### src/rtl/cec_pkg.sv
// Shared definitions for the cache event counter bank.
// Assumes the register index space is three bits wide.
package cec_pkg;

    // Register index map; the index is the software-visible address.
    typedef enum logic [2:0] {
        IDX_RD_SEG   = 3'd0,
        IDX_WR_SEG   = 3'd1,
        IDX_RD_HIT   = 3'd2,
        IDX_WR_HIT   = 3'd3,
        IDX_WR_FIRST = 3'd4,
        IDX_RD_LOCK  = 3'd5,
        IDX_WR_LOCK  = 3'd6,
        IDX_CTRL     = 3'd7
    } reg_idx_e;

    localparam int NUM_CNT = 7;
    localparam int IDX_W   = 3;

endpackage

### src/rtl/cec_seg_calc.sv
// Segment calculator: number of cache lines a transaction touches.
// Assumes LEN_W > LINE_SHIFT. The end address is computed one bit wider
// than the address so transactions near the top of memory do not wrap.
// A zero-length transaction spans no lines.
module cec_seg_calc #(
    parameter int ADDR_W     = 32,
    parameter int LEN_W      = 12,
    parameter int LINE_BYTES = 64,
    parameter int SEG_W      = 7
) (
    input  logic [ADDR_W-1:0] addr,
    input  logic [LEN_W-1:0]  len,
    input  logic              single,
    output logic [SEG_W-1:0]  seg_count
);
    localparam int LINE_SHIFT = $clog2(LINE_BYTES);
    localparam int EXT_W      = ADDR_W + 1;

    logic [EXT_W-1:0] start_ext;
    logic [EXT_W-1:0] end_ext;
    logic [EXT_W-1:0] first_line;
    logic [EXT_W-1:0] last_line;
    logic [EXT_W-1:0] span;

    // Purpose: derive first and last line indices and their distance.
    always_comb begin
        start_ext  = {1'b0, addr};
        end_ext    = start_ext + EXT_W'(len) - EXT_W'(1);
        first_line = start_ext >> LINE_SHIFT;
        last_line  = end_ext >> LINE_SHIFT;
        span       = last_line - first_line + EXT_W'(1);
    end

    // Purpose: select zero, one or the computed span, clamping defensively.
    always_comb begin
        if (len == '0) begin
            seg_count = '0;
        end else if (single) begin
            seg_count = SEG_W'(1);
        end else if (|span[EXT_W-1:SEG_W]) begin
            seg_count = '1;
        end else begin
            seg_count = span[SEG_W-1:0];
        end
    end

endmodule

### src/rtl/cec_event_decode.sv
// Event decoder: turns one transaction report and one lookup event per
// cycle into an increment amount for every counter in the bank.
// Assumes at most one transaction and one lookup per cycle.
module cec_event_decode
    import cec_pkg::*;
#(
    parameter int INC_W = 7
) (
    input  logic                           txn_valid,
    input  logic                           txn_write,
    input  logic [INC_W-1:0]               seg_count,
    input  logic                           evt_valid,
    input  logic                           evt_write,
    input  logic                           evt_hit,
    input  logic                           evt_dirty_before,
    input  logic                           evt_hazard,
    output logic [NUM_CNT-1:0][INC_W-1:0]  inc
);
    logic rd_hit;
    logic wr_hit;

    // Purpose: qualify hits by direction.
    always_comb begin
        rd_hit = evt_valid && evt_hit && !evt_write;
        wr_hit = evt_valid && evt_hit && evt_write;
    end

    // Purpose: build the per-counter increment vector.
    always_comb begin
        inc = '0;
        if (txn_valid && !txn_write) inc[IDX_RD_SEG] = seg_count;
        if (txn_valid && txn_write)  inc[IDX_WR_SEG] = seg_count;
        if (rd_hit)                  inc[IDX_RD_HIT] = INC_W'(1);
        if (wr_hit)                  inc[IDX_WR_HIT] = INC_W'(1);
        if (wr_hit && !evt_dirty_before) inc[IDX_WR_FIRST] = INC_W'(1);
        if (rd_hit && evt_hazard)    inc[IDX_RD_LOCK] = INC_W'(1);
        if (wr_hit && evt_hazard)    inc[IDX_WR_LOCK] = INC_W'(1);
    end

endmodule

### src/rtl/cec_sat_counter.sv
// Saturating accumulator with synchronous clear.
// Adds an increment of INC_W bits each cycle and holds at all ones.
// Clear has priority over the increment.
module cec_sat_counter #(
    parameter int COUNT_W = 32,
    parameter int INC_W   = 7
) (
    input  logic               clk,
    input  logic               rst_n,
    input  logic               clr,
    input  logic [INC_W-1:0]   inc,
    output logic [COUNT_W-1:0] count
);
    localparam int SUM_W = ((COUNT_W > INC_W) ? COUNT_W : INC_W) + 1;
    localparam logic [SUM_W-1:0] LIMIT = SUM_W'({COUNT_W{1'b1}});

    logic [SUM_W-1:0]   sum;
    logic [COUNT_W-1:0] next;

    // Purpose: widened add and clamp at the counter's limit.
    always_comb begin
        sum  = SUM_W'(count) + SUM_W'(inc);
        next = (sum > LIMIT) ? {COUNT_W{1'b1}} : sum[COUNT_W-1:0];
    end

    // Purpose: register the count; reset and clear both zero it.
    always_ff @(posedge clk) begin
        if (!rst_n) begin
            count <= '0;
        end else if (clr) begin
            count <= '0;
        end else begin
            count <= next;
        end
    end

endmodule

### src/rtl/cec_read_port.sv
// Registered read port: one request per cycle, data one cycle later.
// Indices beyond the counter bank read as zero.
module cec_read_port
    import cec_pkg::*;
#(
    parameter int COUNT_W = 32
) (
    input  logic                            clk,
    input  logic                            rst_n,
    input  logic                            rd_en,
    input  logic [IDX_W-1:0]                rd_idx,
    input  logic [NUM_CNT-1:0][COUNT_W-1:0] counts,
    output logic                            rd_valid,
    output logic [COUNT_W-1:0]              rd_data
);
    logic [COUNT_W-1:0] sel;

    // Purpose: pick the addressed counter, zero for unmapped indices.
    always_comb begin
        sel = '0;
        for (int i = 0; i < NUM_CNT; i++) begin
            if (rd_idx == IDX_W'(i)) sel = counts[i];
        end
    end

    // Purpose: register the read response.
    always_ff @(posedge clk) begin
        if (!rst_n) begin
            rd_valid <= 1'b0;
            rd_data  <= '0;
        end else begin
            rd_valid <= rd_en;
            rd_data  <= rd_en ? sel : rd_data;
        end
    end

endmodule

### src/rtl/cache_event_counters.sv
// Cache access event counter bank (top).
// Counts line segments per transaction, read/write hits, first write hits
// on clean lines and hazard-locked hits. Software reads counters through a
// one-cycle read port; a write to index 7 clears the whole bank.
// Assumes the controller issues at most one transaction report and one
// lookup event per cycle.
module cache_event_counters
    import cec_pkg::*;
#(
    parameter int ADDR_W     = 32,
    parameter int LEN_W      = 12,
    parameter int LINE_BYTES = 64,
    parameter int COUNT_W    = 32
) (
    input  logic               clk,
    input  logic               rst_n,
    input  logic               txn_valid,
    input  logic               txn_write,
    input  logic               txn_single,
    input  logic [ADDR_W-1:0]  txn_addr,
    input  logic [LEN_W-1:0]   txn_len,
    input  logic               evt_valid,
    input  logic               evt_write,
    input  logic               evt_hit,
    input  logic               evt_dirty_before,
    input  logic               evt_hazard,
    input  logic               rd_en,
    input  logic [2:0]         rd_idx,
    output logic               rd_valid,
    output logic [COUNT_W-1:0] rd_data,
    input  logic               wr_en,
    input  logic [2:0]         wr_idx
);
    localparam int LINE_SHIFT = $clog2(LINE_BYTES);
    localparam int SEG_W      = LEN_W - LINE_SHIFT + 1;

    logic [SEG_W-1:0]                 seg_count;
    logic [NUM_CNT-1:0][SEG_W-1:0]    inc;
    logic [NUM_CNT-1:0][COUNT_W-1:0]  cnt_q;
    logic                             clr_req;

    // Purpose: decode the clear command from the write port.
    always_comb begin
        clr_req = wr_en && (wr_idx == IDX_CTRL);
    end

    cec_seg_calc #(
        .ADDR_W    (ADDR_W),
        .LEN_W     (LEN_W),
        .LINE_BYTES(LINE_BYTES),
        .SEG_W     (SEG_W)
    ) u_seg (
        .addr     (txn_addr),
        .len      (txn_len),
        .single   (txn_single),
        .seg_count(seg_count)
    );

    cec_event_decode #(
        .INC_W(SEG_W)
    ) u_dec (
        .txn_valid       (txn_valid),
        .txn_write       (txn_write),
        .seg_count       (seg_count),
        .evt_valid       (evt_valid),
        .evt_write       (evt_write),
        .evt_hit         (evt_hit),
        .evt_dirty_before(evt_dirty_before),
        .evt_hazard      (evt_hazard),
        .inc             (inc)
    );

    for (genvar g = 0; g < NUM_CNT; g++) begin : g_cnt
        cec_sat_counter #(
            .COUNT_W(COUNT_W),
            .INC_W  (SEG_W)
        ) u_cnt (
            .clk  (clk),
            .rst_n(rst_n),
            .clr  (clr_req),
            .inc  (inc[g]),
            .count(cnt_q[g])
        );
    end

    cec_read_port #(
        .COUNT_W(COUNT_W)
    ) u_rd (
        .clk     (clk),
        .rst_n   (rst_n),
        .rd_en   (rd_en),
        .rd_idx  (rd_idx),
        .counts  (cnt_q),
        .rd_valid(rd_valid),
        .rd_data (rd_data)
    );

endmodule

### config.mk
export PLATFORM = sky130hd
export DESIGN_NAME = cache_event_counters
export DESIGN_NICKNAME = d
export VERILOG_FILES = /design/src/rtl/cec_pkg.sv /design/src/rtl/cec_seg_calc.sv /design/src/rtl/cec_event_decode.sv /design/src/rtl/cec_sat_counter.sv /design/src/rtl/cec_read_port.sv /design/src/rtl/cache_event_counters.sv
export SDC_FILE = /design/constraint.sdc
export NUM_CORES = 1
export LEC_CHECK = 0
export BUFFER_PORTS_ARGS = -buffer_cell sky130_fd_sc_hd__buf_2
export CAP_MARGIN = 10
export CORE_MARGIN = 10
export CORE_UTILIZATION = 30
export CTS_BUF_LIST = sky130_fd_sc_hd__clkbuf_4 sky130_fd_sc_hd__clkbuf_8 sky130_fd_sc_hd__clkbuf_16
export DETAILED_ROUTE_END_ITERATION = 8
export SETUP_SLACK_MARGIN = 0.1
export SYNTH_ARGS = -nofsm -noshare
export SYNTH_HDL_FRONTEND = slang
export SYNTH_SLANG_ARGS = --single-unit
export TNS_END_PERCENT = 50
### constraint.sdc
create_clock -name clk -period 8.76 [get_ports clk]
set_input_delay 1.314 -clock clk [delete_from_list [all_inputs] [get_ports clk]]
set_output_delay 1.314 -clock clk [all_outputs]
set_load 0.01 [all_outputs]
== Word level (Yosys, flattened, before mapping) ==
Cells that the tools add are included.

* Reduce and logical (&&, ||, !) cells: 16
* Bitwise logic cells: 1
* Eq/ne operators: 7
* Magnitude comparators: 7
* $add $sub $neg: 11
* Muxes and demuxes: 24

{| class="wikitable"
|+ Operators by type and width
! operator !! number
|-
| $mux W32 || 14
|-
| $gt A33 B32 Y1 const B || 7
|-
| $add A32 B1 Y33 || 5
|-
| $add A32 B7 Y33 || 2
|-
| $mux W7 || 5
|-
| $add A32 B12 Y33 || 1
|-
| $add A33 B1 Y33 const B || 1
|-
| $sub A33 B1 Y33 const B || 1
|-
| $sub A27 B26 Y28 || 1
|-
| $reduce_or A26 Y1 || 1
|-
| $eq A3 B3 Y1 const B || 4
|-
| $logic_not A12 Y1 || 1
|-
| $logic_and A1 B1 Y1 || 9
|-
| $eq A3 B2 Y1 const B || 2
|-
| $mux W1 || 5
|-
| $eq A3 B1 Y1 const B || 1
|-
| $logic_not A1 Y1 || 3
|-
| $logic_not A3 Y1 || 1
|-
| $reduce_or A2 Y1 || 1
|-
| $not A1 Y1 || 1
|}

* Flip-flop bits (word level): 257
* Input port bits: 62
* Logic and storage cells: 75
* Output and inout port bits: 33

== Longest topological paths before layout ==
Gate-level depths: netlist of run 1.

* Word-level depth: 12
* Gate-level depth with buffers: 44
* Gate-level depth less buffers: 41

== Cells and area by module ==
Synthesis of run 1 repeated with hierarchy kept, for this count alone.

* Cells, all modules: 2385
* Area, all modules: 19462.4 um^2

{| class="wikitable"
|+ By module, submodules not included
! module !! seq. area each (um^2) !! area each (um^2) !! instances !! cells an instance
|-
| cec_sat_counter (g_cnt[0].u_cnt ...) || 640.6 || 1659.1 || 6 || 186
|-
| cec_seg_calc || 0.0 || 3950.0 || 1 || 572
|-
| cec_read_port || 660.6 || 3286.9 || 1 || 439
|-
| cec_sat_counter (g_cnt[4].u_cnt) || 640.6 || 1836.8 || 1 || 203
|-
| cec_event_decode || 0.0 || 425.4 || 1 || 54
|-
| cache_event_counters || 0.0 || 8.8 || 1 || 1
|}

== Least setup slack after synthesis of run 1 ==
Ideal clock, no wire load.

* Path type: input port to flip-flop
* Start: input txn_addr[7]
* End: register g_cnt[1].u_cnt.count[10]
* Data required time: 8.690 ns
* Setup time: 0.070 ns
* Buffers on the path: 3
* Arrival time: 9.369 ns
* Setup slack: -0.680 ns
* Cell stages on the path: 42
* Cell sequence: inv_1 > ha_1 > inv_1 > ha_1 > and2_1 > a221oi_1 > o211a_1 > nand3_1 > a21o_1 > a21o_1 > and2_1 > o21a_1 > o21a_1 > nor2_1 > xnor2_1 > ha_1 > a21o_1 > a31o_2 > (+6 left out) > o211a_1 > or2_1 > buf_6 > a211oi_1 > ha_1 > inv_1 > fa_1 > nor2b_1 > o21ai_0 > a21boi_0 > o21a_1 > o21ai_0 > a2111oi_0 > nand2_1 > or3_1 > clkbuf_1 > buf_1 > a21oi_1

* Cells in the longest elaborated chain, start to end: 12

{| class="wikitable"
|+ RTL lines
! what !! RTL line !! RTL
|-
| start, declared || cache_event_counters.sv:20 || <nowiki>input logic [ADDR_W-1:0] txn_addr,</nowiki>
|-
| $add A32 B12 Y33 || cec_seg_calc.sv:28 || <nowiki>end_ext = start_ext + EXT_W'(len) - EXT_W'(1);</nowiki>
|-
| $sub A33 B1 Y33 || cec_seg_calc.sv:28 ||
|-
| $sub A27 B26 Y28 (*) || cec_seg_calc.sv:31 || <nowiki>span = last_line - first_line + EXT_W'(1);</nowiki>
|-
| $add A33 B1 Y33 (*) || cec_seg_calc.sv:31 ||
|-
| $reduce_or A26 Y1 || cec_seg_calc.sv:40 || <nowiki>end else if (|span[EXT_W-1:SEG_W]) begin</nowiki>
|-
| $mux W7 (*) || cec_seg_calc.sv:40 ||
|-
| $mux W7 (*) || cec_seg_calc.sv:38 || <nowiki>end else if (single) begin</nowiki>
|-
| $mux W7 (*) || cec_seg_calc.sv:36 || <nowiki>if (len == '0) begin</nowiki>
|-
| $mux W7 (*) || cec_event_decode.sv:32 || <nowiki>if (txn_valid && txn_write) inc[IDX_WR_SEG] = seg_count;</nowiki>
|-
| $add A32 B7 Y33 (*) || cec_sat_counter.sv:22 || <nowiki>sum = SUM_W'(count) + SUM_W'(inc);</nowiki>
|-
| $gt A33 B32 Y1 || cec_sat_counter.sv:23 || <nowiki>next = (sum > LIMIT) ? {COUNT_W{1'b1}} : sum[COUNT_W-1:0];</nowiki>
|-
| $mux W32 (*) || cec_sat_counter.sv:23 ||
|-
| end signal, assigned || cec_sat_counter.sv:33 || <nowiki>count <= next;</nowiki>
|-
| end, declared || cec_sat_counter.sv:12 || <nowiki>output logic [COUNT_W-1:0] count</nowiki>
|}

Every way passes the cells marked *; elsewhere a longest branch is shown, timed or not.
A chain may end at the register's enable or synchronous reset.

== Worst setup path in the final report of run 1 ==
* Start: input txn_addr[7]
* End: register g_cnt[1].u_cnt.count[1]

The elaborated chain is that of the path after synthesis.

==> metrics.md, run 1 <==
| Metric | Value |
|---|---|
| Grt ovf | 0 |
| #FFs+latches synth | 257 |
| FF+latch area | approximately 5000 um^2 |
| Share of layout cells above drive strength 1 | between 20% and 30% |
| Crit path required time | slightly above 9 ns |
| Cell count after synthesis | approximately 2,100 |
| R2R cell count | 10 |
| Final Cycle Share | a little over nine tenths |
| Core footprint | around 56,000 um^2 |
| Static leakage | 0.008381 uW |
| Sequential power share | ~32% |
| Arrival time worst endpoint | about 9.1 ns |
| Worst skew pair latency | ~0.55 ns |
| Netlist area before placement | 17,040 um^2 |
| Status | completed |
| I/O Pins | 95 |
| Worst slew pin tran | approximately 1.2 ns |
| Share of the synthesized area in the top cell type | between 30% and 40% |
| CTS tree | yes |
| Gpl congestion | around 0.86 |
| Cell row count | 87 |
| Area contributors post-synth | dfxtp_1, a21oi_1, ha_1 |
| Most common cell after layout, fill and taps aside | a21oi_1 |
| Rel. slew slack | a little under a quarter |
| Final instance area | approximately 21,000 um^2 |
| Max Fclk | about 120 MHz |
| Hold Fails Final Rpt | 0 |
| GRT Util Overall | between 10 and 15% |
| HPWL Detailed | around 36,000 um |
| CTS Hold Bufs | 0 |
| Sw Pwr | about 1200 uW |
| Area of the multi-input gates | 11,600 um^2 |
| Worst-path maximum fanout | 23 |
| Ant diodes | 0 |
| Placed insts | roughly 3,100 |
| Endpoint class of the critical path | flop |
| Clock Skew | roughly 0.010 ns |
| Area grow syn2layout | 25.45% |
| Post-route insts no fill | between 3,000 and 4,000 |
| Switching Fraction | between 30% and 40% |
| CTS Buf Count | 29 |
| Clk root buf | clkbuf_16 |
| Count of pins over their slew limit | 0 |
| Maximum VDD drop | around 140 uV |
| Number of enable flip-flop cells after synthesis | 0 |
| Clock power share | about a third |
| P_int | roughly 2500 uW |
| CP Launch Type | input port |
| Synthesized area per cell | 7.938 um^2 |
| Clock sink count | between 200 and 300 |
| Total number of vias | roughly 16,000 |
| Register area share after synthesis | 30.20% |
| Commonest cells after routing, fill and taps aside | a21oi_1, dfxtp_1, buf_4 |
| Slowest CP cell | a2111oi_4 |
| Cell Pwr Density | between 150 and 200 nW/um^2 |
| Asr flop ratio synth | 0% |
| Starting DRT DRC Count | roughly 1,100 |
| Setup Viol. Count Final | 0 |
| Die W | 258.3 um |
| Hold path cells | 2 |
| Fin crit period | 8.628 ns |
| Number of remaining DRC errors | 0 |
| Nets | 2,535 |
| Top FF cell, synth | dfxtp_1 |
| Total Die Area | between 60,000 and 70,000 um^2 |
| Yosys top cell by area | dfxtp_1 |
| Wirelength per Cell | around 16 um |
| Clock Tree Buf Depth | 3 |
| Yosys cell types | 85 |
| Clock Pin Slew Worst Setup and Hold Paths | approximately 0.060 ns |
| Final antenna-violating net count | 0 |
| Vias per cell | 5.194 |
| Die height | roughly 260 um |
| Vias in the first global route | roughly 16,000 |
| Total chip power | between 3000 and 4000 uW |
| DR pass1 iterations | 5 |
| Detailed Route WL | approximately 50,000 um |
| RSZ-0062 raised after global routing | yes |
| Count of input and output buffers | 94 |
| Dpl cell area | 19,560 um^2 |
| Global-route wire length before repair | 79,230 um |
| Max-cap viol count | 0 |
| CTS H-tree depth | 1 |
| Crit Path Class | input port to flop |
| Hold Crit Class | flop to flop |
| CP peak stage delay | ~0.48 ns |
| Initial cell density of the core | between 30% and 40% |
| Gate power share | 32.9% |
| Initial antenna violation count | 0 |
| Synth Net Count | ~2,300 |
| Largest net degree at the start of global routing | 90 |
| Warnings, synthesis | 0 |
| Fillers | around 5,700 |
## power groups by stage
stage          combinational (uW)  sequential (uW)  clock [uW]
6_report                     1220             1190        1290
5_1_grt                      1330             1190        1360
4_1_cts                      1090             1190        1310
3_5_place_dp                 1080             1210           0
3_3_place_gp                 1060             1210           0
2_1_floorplan                 682             1210           0
## Yosys cell counts, types with 23 or more instances
cell type / number
a21boi_0: 36
a21oi_1: 296
a22o_1: 32
and3_1: 57
clkbuf_1: 97
dfxtp_1: 257
ha_1: 92
inv_1: 114
mux2i_1: 36
nand2_1: 148
nand2b_1: 48
nand3_1: 94
nand4_1: 34
nor2_1: 178
nor2b_1: 23
nor3_1: 29
o211ai_1: 36
o21ai_0: 39
o221ai_1: 31
xnor2_1: 94
xor2_1: 128
## cell type report
cell class,instances,share of cell area (%)
timing repair buffer,310,10.40
multi-input combinational,1666,54.30
inverter,114,2.037
clock buffer,37,3.852
clock inverter,14,0.9075
tap,756,4.426
sequential,257,24.07
## registers in the layout, summed over array words and instances (netlist names)
register and count:
u_rd.rd_valid 1, u_rd.rd_data 32, g_cnt.u_cnt.count 224
## metrics by stage
stage               hold WS (ns)  util, %  setup slack (ns)  setup TNS, ns
finish                    0.4766    37.97            0.1319              0
global route              0.5050    37.97           -0.2808         -11.89
CTS                       0.4807    36.60            0.1030              0
detailed placement        0.4701    34.75           -0.5931         -31.79
global placement          0.4683    34.75           -0.4822         -25.28
floorplan                 0.4526        -            0.1083              0
## worst paths after layout
check                                startpoint  slack (ns)                                  to
max                                 txn_addr[7]        0.13  g_cnt[1].u_cnt.count[1]$_SDFF_PP0_
min               u_rd.rd_data[29]$_SDFFE_PN0P_        0.48       u_rd.rd_data[29]$_SDFFE_PN0P_
max reg2reg  g_cnt[2].u_cnt.count[0]$_SDFF_PP0_        5.51  g_cnt[2].u_cnt.count[9]$_SDFF_PP0_
min reg2reg       u_rd.rd_data[29]$_SDFFE_PN0P_        0.48       u_rd.rd_data[29]$_SDFFE_PN0P_
## per-layer routing
metal | part of all wire, % | GRT usage [%]
met5 | 0 | 0
met4 | 2.6 | 3.594
met3 | 4.5 | 1.710
met2 | 48 | 24.53
met1 | 45 | 17.57
## cells by family after synthesis
logic type | count (synthesis) | synth area share, %
adder cells (fa/ha/maj) | 95 | 7.110
flip-flops | 257 | 30.20
XOR/XNOR | 222 | 11.41
AO/OA/AOI/OAI | 592 | 22.26
buffers and inverters | 223 | 5.112
AND/OR/NAND/NOR | 721 | 21.78
multiplexers | 36 | 2.115
## repair_timing
action,CTS,global route
pin swaps,0,57
gates resized for setup,4,104
setup buffers,0,29
endpoints found under the setup margin,60,64
gates cloned,0,3
## critical path: cells and delay by family
kind	cells	cell delay, ns
adder cells (fa/ha/maj)	5	1.40
AO/OA/AOI/OAI	19	4.00
AND/OR/NAND/NOR	10	1.55
XOR/XNOR	1	0.12
buffers and inverters	7	0.66
(Power assumes the default switching activity.)
==> inputs of run 2 (changes only) <==
--- a/config.mk
+++ b/config.mk
@@ -11,8 +11,10 @@
 export CORE_UTILIZATION = 30
 export CTS_BUF_LIST = sky130_fd_sc_hd__clkbuf_4 sky130_fd_sc_hd__clkbuf_8 sky130_fd_sc_hd__clkbuf_16
 export DETAILED_ROUTE_END_ITERATION = 8
+export GPL_TIMING_DRIVEN = 0
 export SETUP_SLACK_MARGIN = 0.1
 export SYNTH_ARGS = -nofsm -noshare
 export SYNTH_HDL_FRONTEND = slang
+export SYNTH_HIERARCHICAL = 1
 export SYNTH_SLANG_ARGS = --single-unit
 export TNS_END_PERCENT = 50
==> run 2 against run 1 <==
Effect of this change:
- final cell count rose by 8.8%
- sequential power grew 9%
- power increased by 7.2%
- largest power group is now combinational cells
- routed wire length is 18% higher
- critical endpoint is now g_cnt[1].u_cnt/count[7]$_SDFF_PP0_
==> metrics.md, run 2 <==
| Metric | Value |
|---|---|
| Count of pins over their slew limit | 0 (unchanged) |
| Grt ovf | 0 (unchanged) |
| Nets | 2,740 (+8.1%) |
| Top FF cell, synth | dfxtp_1 |
| Asr flop ratio synth | 0% (unchanged) |
| Number of remaining DRC errors | 0 (unchanged) |
| Area of the multi-input gates | 13,350 um^2 (+15%) |
| Biggest regs | g_cnt.u_cnt/count (224), u_rd/rd_data (32), u_rd/rd_valid (1) |
| Maximum VDD drop | 137.6 uV (-2.2%) |
| CTS Buf Count | 31 (+6.9%) |
| RSZ-0062 raised after global routing | no |
| Biggest register | g_cnt.u_cnt/count |
| Clock Skew | 0.02219 ns (+0.01179 ns) |
| Gpl congestion | 0.8953 (+4.4%) |
| Crit Path Class | input port to flop |
| CP Launch Type | input port |
| Post-route insts no fill | 3,432 (+8.8%) |
| Share of layout cells above drive strength 1 | 16.14% (-4.4 points) |
| Netlist area before placement | 19,460 um^2 (+14%) |
| Final Cycle Share | 94.83% (-3.7 points) |
| Worst-path maximum fanout | 10 (-57%) |
| Clock sink count | 257 (unchanged) |
| Wirelength per Cell | 17.13 um (+8.4%) |
| Total Die Area | 75,460 um^2 (+13%) |
| Hold Fails Final Rpt | 0 (unchanged) |
| Yosys cell types | 101 (+19%) |
| Setup Viol. Count Final | 0 (unchanged) |
| Area grow syn2layout | 16.21% |
| Clock Tree Buf Depth | 3 (unchanged) |
| Commonest cells after routing, fill and taps aside | dfxtp_1, a21oi_1, xnor2_1 |
| Max-cap viol count | 0 (unchanged) |
| Die W | 274.7 um (+6.4%) |
| Core footprint | 64,350 um^2 (+14%) |
| Final antenna-violating net count | 0 (unchanged) |
| Cell row count | 93 (+6.9%) |
| Most common cell after layout, fill and taps aside | dfxtp_1 |
| Vias in the first global route | 16,670 (+5.7%) |
| Arrival time worst endpoint | 8.78 ns (-0.31 ns) |
| CP most frequent cell | buf_6 |
| Initial cell density of the core | 30.25% (about the same) |
| GRT Util Overall | 14.91% (+1.0 points) |
| Starting DRT DRC Count | 1,370 (+23%) |
| Global-route wire length before repair | 91,730 um (+16%) |
| Most common cell in the netlist | a21oi_1 |
| Max FFs per register | 224 (unchanged) |
| Status | completed |
| Share of the synthesized area in the top cell type | 26.44% (-3.8 points) |
| Worst slew pin tran | 0.8821 ns (-0.2682 ns) |
| Synthesized area per cell | 8.160 um^2 (+2.8%) |
| Largest net degree at the start of global routing | 15 (-83%) |
| Worst skew pair latency | 0.56 ns (about the same) |
| Fin crit period | 8.307 ns (-0.3207 ns) |
| Clk root buf | clkbuf_16 |
| Static leakage | 0.008713 uW (+4.0%) |
| Warnings, synthesis | 6 (+6) |
| Clock Pin Slew Worst Setup and Hold Paths | 0.06 ns (about the same) |
| Detailed Route WL | 58,790 um (+18%) |
| Ant diodes | 0 (unchanged) |
| Die height | 274.7 um (+6.4%) |
| Count of input and output buffers | 91 (-3.2%) |
| Endpoint class of the critical path | flop |
| Crit path required time | 9.23 ns (about the same) |
| Slowest CP cell | or4_4 |
| CTS H-tree depth | 1 (unchanged) |
| Max Fclk | 120.4 MHz (+3.9%) |
| Synth top cells by count | a21oi_1, dfxtp_1, xnor2_1 |
| #FFs+latches synth | 257 (unchanged) |
| DR pass1 iterations | 5 (unchanged) |
| Vias per cell | 5.166 (-0.55%) |
| FF+latch area | 5145 um^2 (unchanged) |
| CP peak stage delay | 0.54 ns (+0.06 ns) |
| Register area share after synthesis | 26.44% (-3.8 points) |
| Placed insts | 3,360 (+9.5%) |
| End-of-flow core utilization | 35.15% (-2.8 points) |
| Total number of vias | 17,730 (+8.2%) |
| Fillers | 6,816 (+19%) |
| Rel. slew slack | 41.07% (+18 points) |
| Yosys top cell by area | dfxtp_1 |
| I/O Pins | 95 (unchanged) |
| Initial antenna violation count | 1 (+1) |
| HPWL Detailed | 45,660 um (+26%) |
| Hold Crit Class | flop to flop |
| Cell Pwr Density | 174.9 nW/um^2 (+1.3%) |
| Area contributors post-synth | dfxtp_1, ha_1, xnor2_1 |
| CTS tree | yes |
| Number of enable flip-flop cells after synthesis | 0 (unchanged) |
| Cell count after synthesis | 2,385 (+11%) |
[run 2: cell types whose count changed after synthesis, moves of 39 or more]
cell,delta
nor2_1,-64
xnor2_1,+63
xor2_1,-63
clkbuf_1,-59
nand3_1,-44
nor3_1,+42
buf_4,+39
o21bai_1,+39
[run 2: final cells by class]
| class | instances | share of cell area [%] |
|---|---|---|
| buffer | 143 | 4.237 |
| clock buffer | 45 | 4.033 |
| clock inverter | 12 | 0.4149 |
| inverter | 135 | 2.240 |
| multi-input combinational | 1879 | 59.01 |
| sequential | 257 | 22.75 |
| tap | 855 | 4.730 |
| timing repair buffer | 106 | 2.583 |
[run 2: metrics by stage]
stage               hold WS [ns]  area [um^2]  setup WS (ns)  TNS, ns  power (uW)
detailed placement        0.4433        21100         -1.418   -73.82        2614
CTS                       0.4523        22170         0.1018        0        3901
global placement          0.4374        21100         -1.325   -69.06        2609
finish                    0.4532        22620         0.4526        0        3955
global route              0.4626        22620        0.04907        0        4186
floorplan                 0.4727        19570         0.3715        0        2313
[run 2: worst paths after layout]
path                                      start                            endpoint  slack (ns)  depth (start not counted)
max                                 txn_addr[7]  g_cnt[1].u_cnt/count[7]$_SDFF_PP0_        0.45                         38
min               u_rd/rd_data[20]$_SDFFE_PN0P_       u_rd/rd_data[20]$_SDFFE_PN0P_        0.45                          2
max reg2reg  g_cnt[4].u_cnt/count[0]$_SDFF_PP0_  g_cnt[4].u_cnt/count[2]$_SDFF_PP0_        6.11                          9
min reg2reg       u_rd/rd_data[20]$_SDFFE_PN0P_       u_rd/rd_data[20]$_SDFFE_PN0P_        0.45                          2
[run 2: critical path: cells and delay by family]
kind                       cells  cell delay, ns
AOI/OAI and AO/OA             13            2.42
buffers and inverters          9            1.08
adders and majority gates      4            1.14
and+or+nand+nor               12            2.79
[run 2: layer usage]
metal / track usage [%] / routed length [um] / vias to the layer above
li1: - / - / 8892
met1: 20.89 / 27980 / 8350
met2: 24.00 / 26460 / 401
met3: 1.311 / 2632 / 85
met4: 4.193 / 1719 / 0
met5: 0 / 0 / -
[run 2: cells by family (layout without fill, tap and decap cells)]
family / count (synthesis) / after routing / synth area share, %
compound gates: 735 / 735 / 24.29
xor+xnor: 222 / 222 / 9.990
fa+ha+maj: 125 / 125 / 8.345
buf+inv: 278 / 441 / 7.412
flops: 257 / 257 / 26.44
mux: 64 / 64 / 3.292
other cells: 1 / 30 / 0.01927
simple gates: 703 / 703 / 20.22
[run 2: power by group]
part | switching, uW | internal [uW]
clock network | 527 | 750
logic | 804 | 572
registers | 71.8 | 1230
total | 1400 | 2550
[run 2: what timing repair did]
action	CTS	global route
resized for setup	11	74
gates cloned	0	0
setup endpoints to repair	64	64
pin swaps	1	25
hold buffers	0	0
setup buffers	1	14
==> inputs of run 3 (changes only) <==
--- a/config.mk
+++ b/config.mk
@@ -5,6 +5,7 @@
 export SDC_FILE = /design/constraint.sdc
 export NUM_CORES = 1
 export LEC_CHECK = 0
+export ABC_AREA = 1
 export BUFFER_PORTS_ARGS = -buffer_cell sky130_fd_sc_hd__buf_2
 export CAP_MARGIN = 10
 export CORE_MARGIN = 10
@@ -12,6 +13,7 @@
 export CTS_BUF_LIST = sky130_fd_sc_hd__clkbuf_4 sky130_fd_sc_hd__clkbuf_8 sky130_fd_sc_hd__clkbuf_16
 export DETAILED_ROUTE_END_ITERATION = 8
 export GPL_TIMING_DRIVEN = 0
+export RECOVER_POWER = 25
 export SETUP_SLACK_MARGIN = 0.1
 export SYNTH_ARGS = -nofsm -noshare
 export SYNTH_HDL_FRONTEND = slang
==> run 3 against run 2 <==
Effect of this change:
- power increased by 13%
- first-iteration DRC count up 62%
- die area up 26%
- critical path depth rose by 14
- global-route usage is 2.3 points higher
- synthesized cell count grew 79%
- count of clock-buffer cells in the layout shrank 5
- clock skew is 0.0050 ns higher
- routed wire length grew 45%
- sequential cell count stayed put
==> metrics.md, run 3 <==
| Metric | Value |
|---|---|
| Status | completed |
| Rel. slew slack | 29.27% (-12 points) |
| WP buf/inv | 12 (+3) |
| Total Die Area | 95,300 um^2 (+26%) |
| Clock sink count | 257 (unchanged) |
| Fillers | 9,275 (+36%) |
| Static leakage | 0.01349 uW (+55%) |
| Die height | 308.7 um (+12%) |
| Clock Pin Slew Worst Setup and Hold Paths | 0.06 ns (about the same) |
| Total number of vias | 26,650 (+50%) |
| Hold Crit Class | flop to flop |
| Warnings, synthesis | 6 (unchanged) |
| Crit path required time | 9.28 ns (+0.05 ns) |
| Starting DRT DRC Count | 2,216 (+62%) |
| Cell Pwr Density | 159.4 nW/um^2 (-8.8%) |
| Register area share after synthesis | 20.58% (-5.9 points) |
| Max Fclk | 125.7 MHz (+4.4%) |
| RSZ-0062 raised after global routing | no |
| Grt ovf | 0 (unchanged) |
| Max FFs per register | 224 (unchanged) |
| Wirelength per Cell | 15.38 um (-10%) |
| Asr flop ratio synth | 0% (unchanged) |
| Count of pins over their slew limit | 0 (unchanged) |
| Biggest register | g_cnt.u_cnt/count |
| Area grow syn2layout | 12.09% |
| Share of layout cells above drive strength 1 | 10.91% (-5.2 points) |
| Setup Viol. Count Final | 0 (unchanged) |
| Core footprint | 82,370 um^2 (+28%) |
| Maximum VDD drop | 149.0 uV (+8.3%) |
| Worst slew pin tran | 1.061 ns (+0.1789 ns) |
| Most common cell in the netlist | nand2_1 |
| Post-Place Worst Slack | -0.1599 ns (+1.258 ns) |
| CP peak stage delay | 0.41 ns (-0.13 ns) |
| Nets | 4,617 (+69%) |
| Gpl congestion | 0.9714 (+8.5%) |
| End-of-flow core utilization | 34.03% (-1.1 points) |
| Top FF cell, synth | dfxtp_1 |
| R2R setup slack | 5.84 ns (-0.27 ns) |
| Share of the synthesized area in the top cell type | 21.20% (-5.2 points) |
| Count of input and output buffers | 93 (+2.2%) |
| CP Launch Type | input port |
| Final WS setup | 0.8018 ns (+0.3493 ns) |
| Yosys cell types | 47 (-53%) |
| Final instance area | 28,030 um^2 (+24%) |
| Die W | 308.7 um (+12%) |
| DR pass1 iterations | 8 (+3) |
| Final antenna-violating net count | 0 (unchanged) |
| Global-route wire length before repair | 132,900 um (+45%) |
| Most common cell after layout, fill and taps aside | nand2_1 |
| Clock Tree Buf Depth | 3 (unchanged) |
| Top delay family on crit path | simple AND/OR/NAND/NOR gates |
| Vias in the first global route | 24,330 (+46%) |
| I/O Pins | 95 (unchanged) |
| Netlist area before placement | 25,000 um^2 (+28%) |
| CP most frequent cell | nand2_1 |
| Biggest regs | g_cnt.u_cnt/count (224), u_rd/rd_data (32), u_rd/rd_valid (1) |
| Initial cell density of the core | 30.35% (+0.11 points) |
| Placed insts | 5,464 (+63%) |
| Arrival time worst endpoint | 8.48 ns (-0.30 ns) |
| HPWL Detailed | 70,330 um (+54%) |
| Cell row count | 105 (+13%) |
| Dpl cell area | 26,930 um^2 (+28%) |
| Detailed Route WL | 84,960 um (+45%) |
| Area contributors post-synth | nand2_1, dfxtp_1, inv_1 |
| CTS Buf Count | 31 (unchanged) |
| Number of remaining DRC errors | 0 (unchanged) |
| Ant diodes | 0 (unchanged) |
| Worst-path maximum fanout | 10 (unchanged) |
| Endpoint class of the critical path | flop |
| #FFs+latches synth | 257 (unchanged) |
| Hold Fails Final Rpt | 0 (unchanged) |
| Clk root buf | clkbuf_16 |
| Max-cap viol count | 0 (unchanged) |
| Synth top cells by count | nand2_1, inv_1, nor2_1 |
| Cell count after synthesis | 4,271 (+79%) |
| Area of the multi-input gates | 16,620 um^2 (+25%) |
| Post-route insts no fill | 5,525 (+61%) |
| FF+latch area | 5145 um^2 (unchanged) |
| Final Cycle Share | 90.85% (-4.0 points) |
| Crit Path Class | input port to flop |
| CTS H-tree depth | 1 (unchanged) |
| Commonest cells after routing, fill and taps aside | nand2_1, inv_1, nor2_1 |
| GRT Util Overall | 17.23% (+2.3 points) |
| Total chip power | 4468 uW (+13%) |
| Number of enable flip-flop cells after synthesis | 0 (unchanged) |
| CTS tree | yes |
| Largest net degree at the start of global routing | 17 (+2) |
| Vias per cell | 4.824 (-6.6%) |
| Yosys top cell by area | nand2_1 |
| Initial antenna violation count | 2 (+1) |
| CTS Hold Bufs | 0 (unchanged) |
| Worst skew pair latency | 0.61 ns (+0.05 ns) |
| Fin crit period | 7.958 ns (-0.3492 ns) |
| Slowest CP cell | fa_1 |
| Clock Skew | 0.02723 ns (+0.005047 ns) |
| Synthesized area per cell | 5.854 um^2 (-28%) |
==> run 3: layout make-up <==
type / instances / area share [%]
multi-input combinational: 3246 / 59.29
sequential: 257 / 18.36
inverter: 676 / 9.053
tap: 1070 / 4.777
clock buffer: 40 / 3.098
buffer: 121 / 2.835
timing repair buffer: 97 / 1.629
clock inverter: 18 / 0.9598
==> run 3: logic make-up after synthesis <==
logic type	count (synthesis)	share of synthesized area [%]
AO/OA/AOI/OAI	308	7.766
XOR/XNOR	112	3.923
adder cells (fa/ha/maj)	125	6.495
buffers and inverters	797	13.42
flip-flops	257	20.58
other	1	0.01500
AND/OR/NAND/NOR	2671	47.80
==> run 3: repair_timing <==
item	CTS	global route
buffers inserted	0	3
endpoints found under the setup margin	0	64
gates resized for setup	0	16
==> run 3: power by group <==
part | total (uW) | switching [uW] | internal, uW
combinational | 1720 | 1150 | 567
sequential | 1300 | 68.5 | 1230
clock | 1450 | 571 | 880
==> run 3: final timing paths <==
kind                                                          from                                   to  cells past startpoint
worst max-delay path                                    txn_len[3]  g_cnt[0].u_cnt/count[26]$_SDFF_PP0_                     52
worst min register to register        u_rd/rd_data[3]$_SDFFE_PN0P_         u_rd/rd_data[3]$_SDFFE_PN0P_                      2
worst max register to register  g_cnt[5].u_cnt/count[0]$_SDFF_PP0_   g_cnt[5].u_cnt/count[3]$_SDFF_PP0_                     11
worst min-delay path                  u_rd/rd_data[3]$_SDFFE_PN0P_         u_rd/rd_data[3]$_SDFFE_PN0P_                      2
==> run 3: layer usage <==
layer  wire, um  part of all wire, %  track usage [%]
met1      40510                   48            24.34
met2      36560                   43            27.36
met3       5779                  6.8            2.330
met4       2108                  2.5            4.009
met5          0                    0                0
==> run 3: worst reg2reg max path: cells and delay by family, from the launching register on <==
family,cells,cell delay [ns]
AOI/OAI and AO/OA,2,0.39
adders and majority gates,2,0.64
buffers and inverters,3,0.53
DFF,1,0.40
and+or+nand+nor,4,0.88
==> run 3: metrics by stage <==
| step | TNS, ns | hold slack, ns |
|---|---|---|
| after global routing | 0 | 0.4881 |
| after detailed placement | -6.554 | 0.4558 |
| after CTS | 0 | 0.4657 |
| after global placement | -3.722 | 0.4536 |
| after floorplan | 0 | 0.4900 |
| final | 0 | 0.4662 |
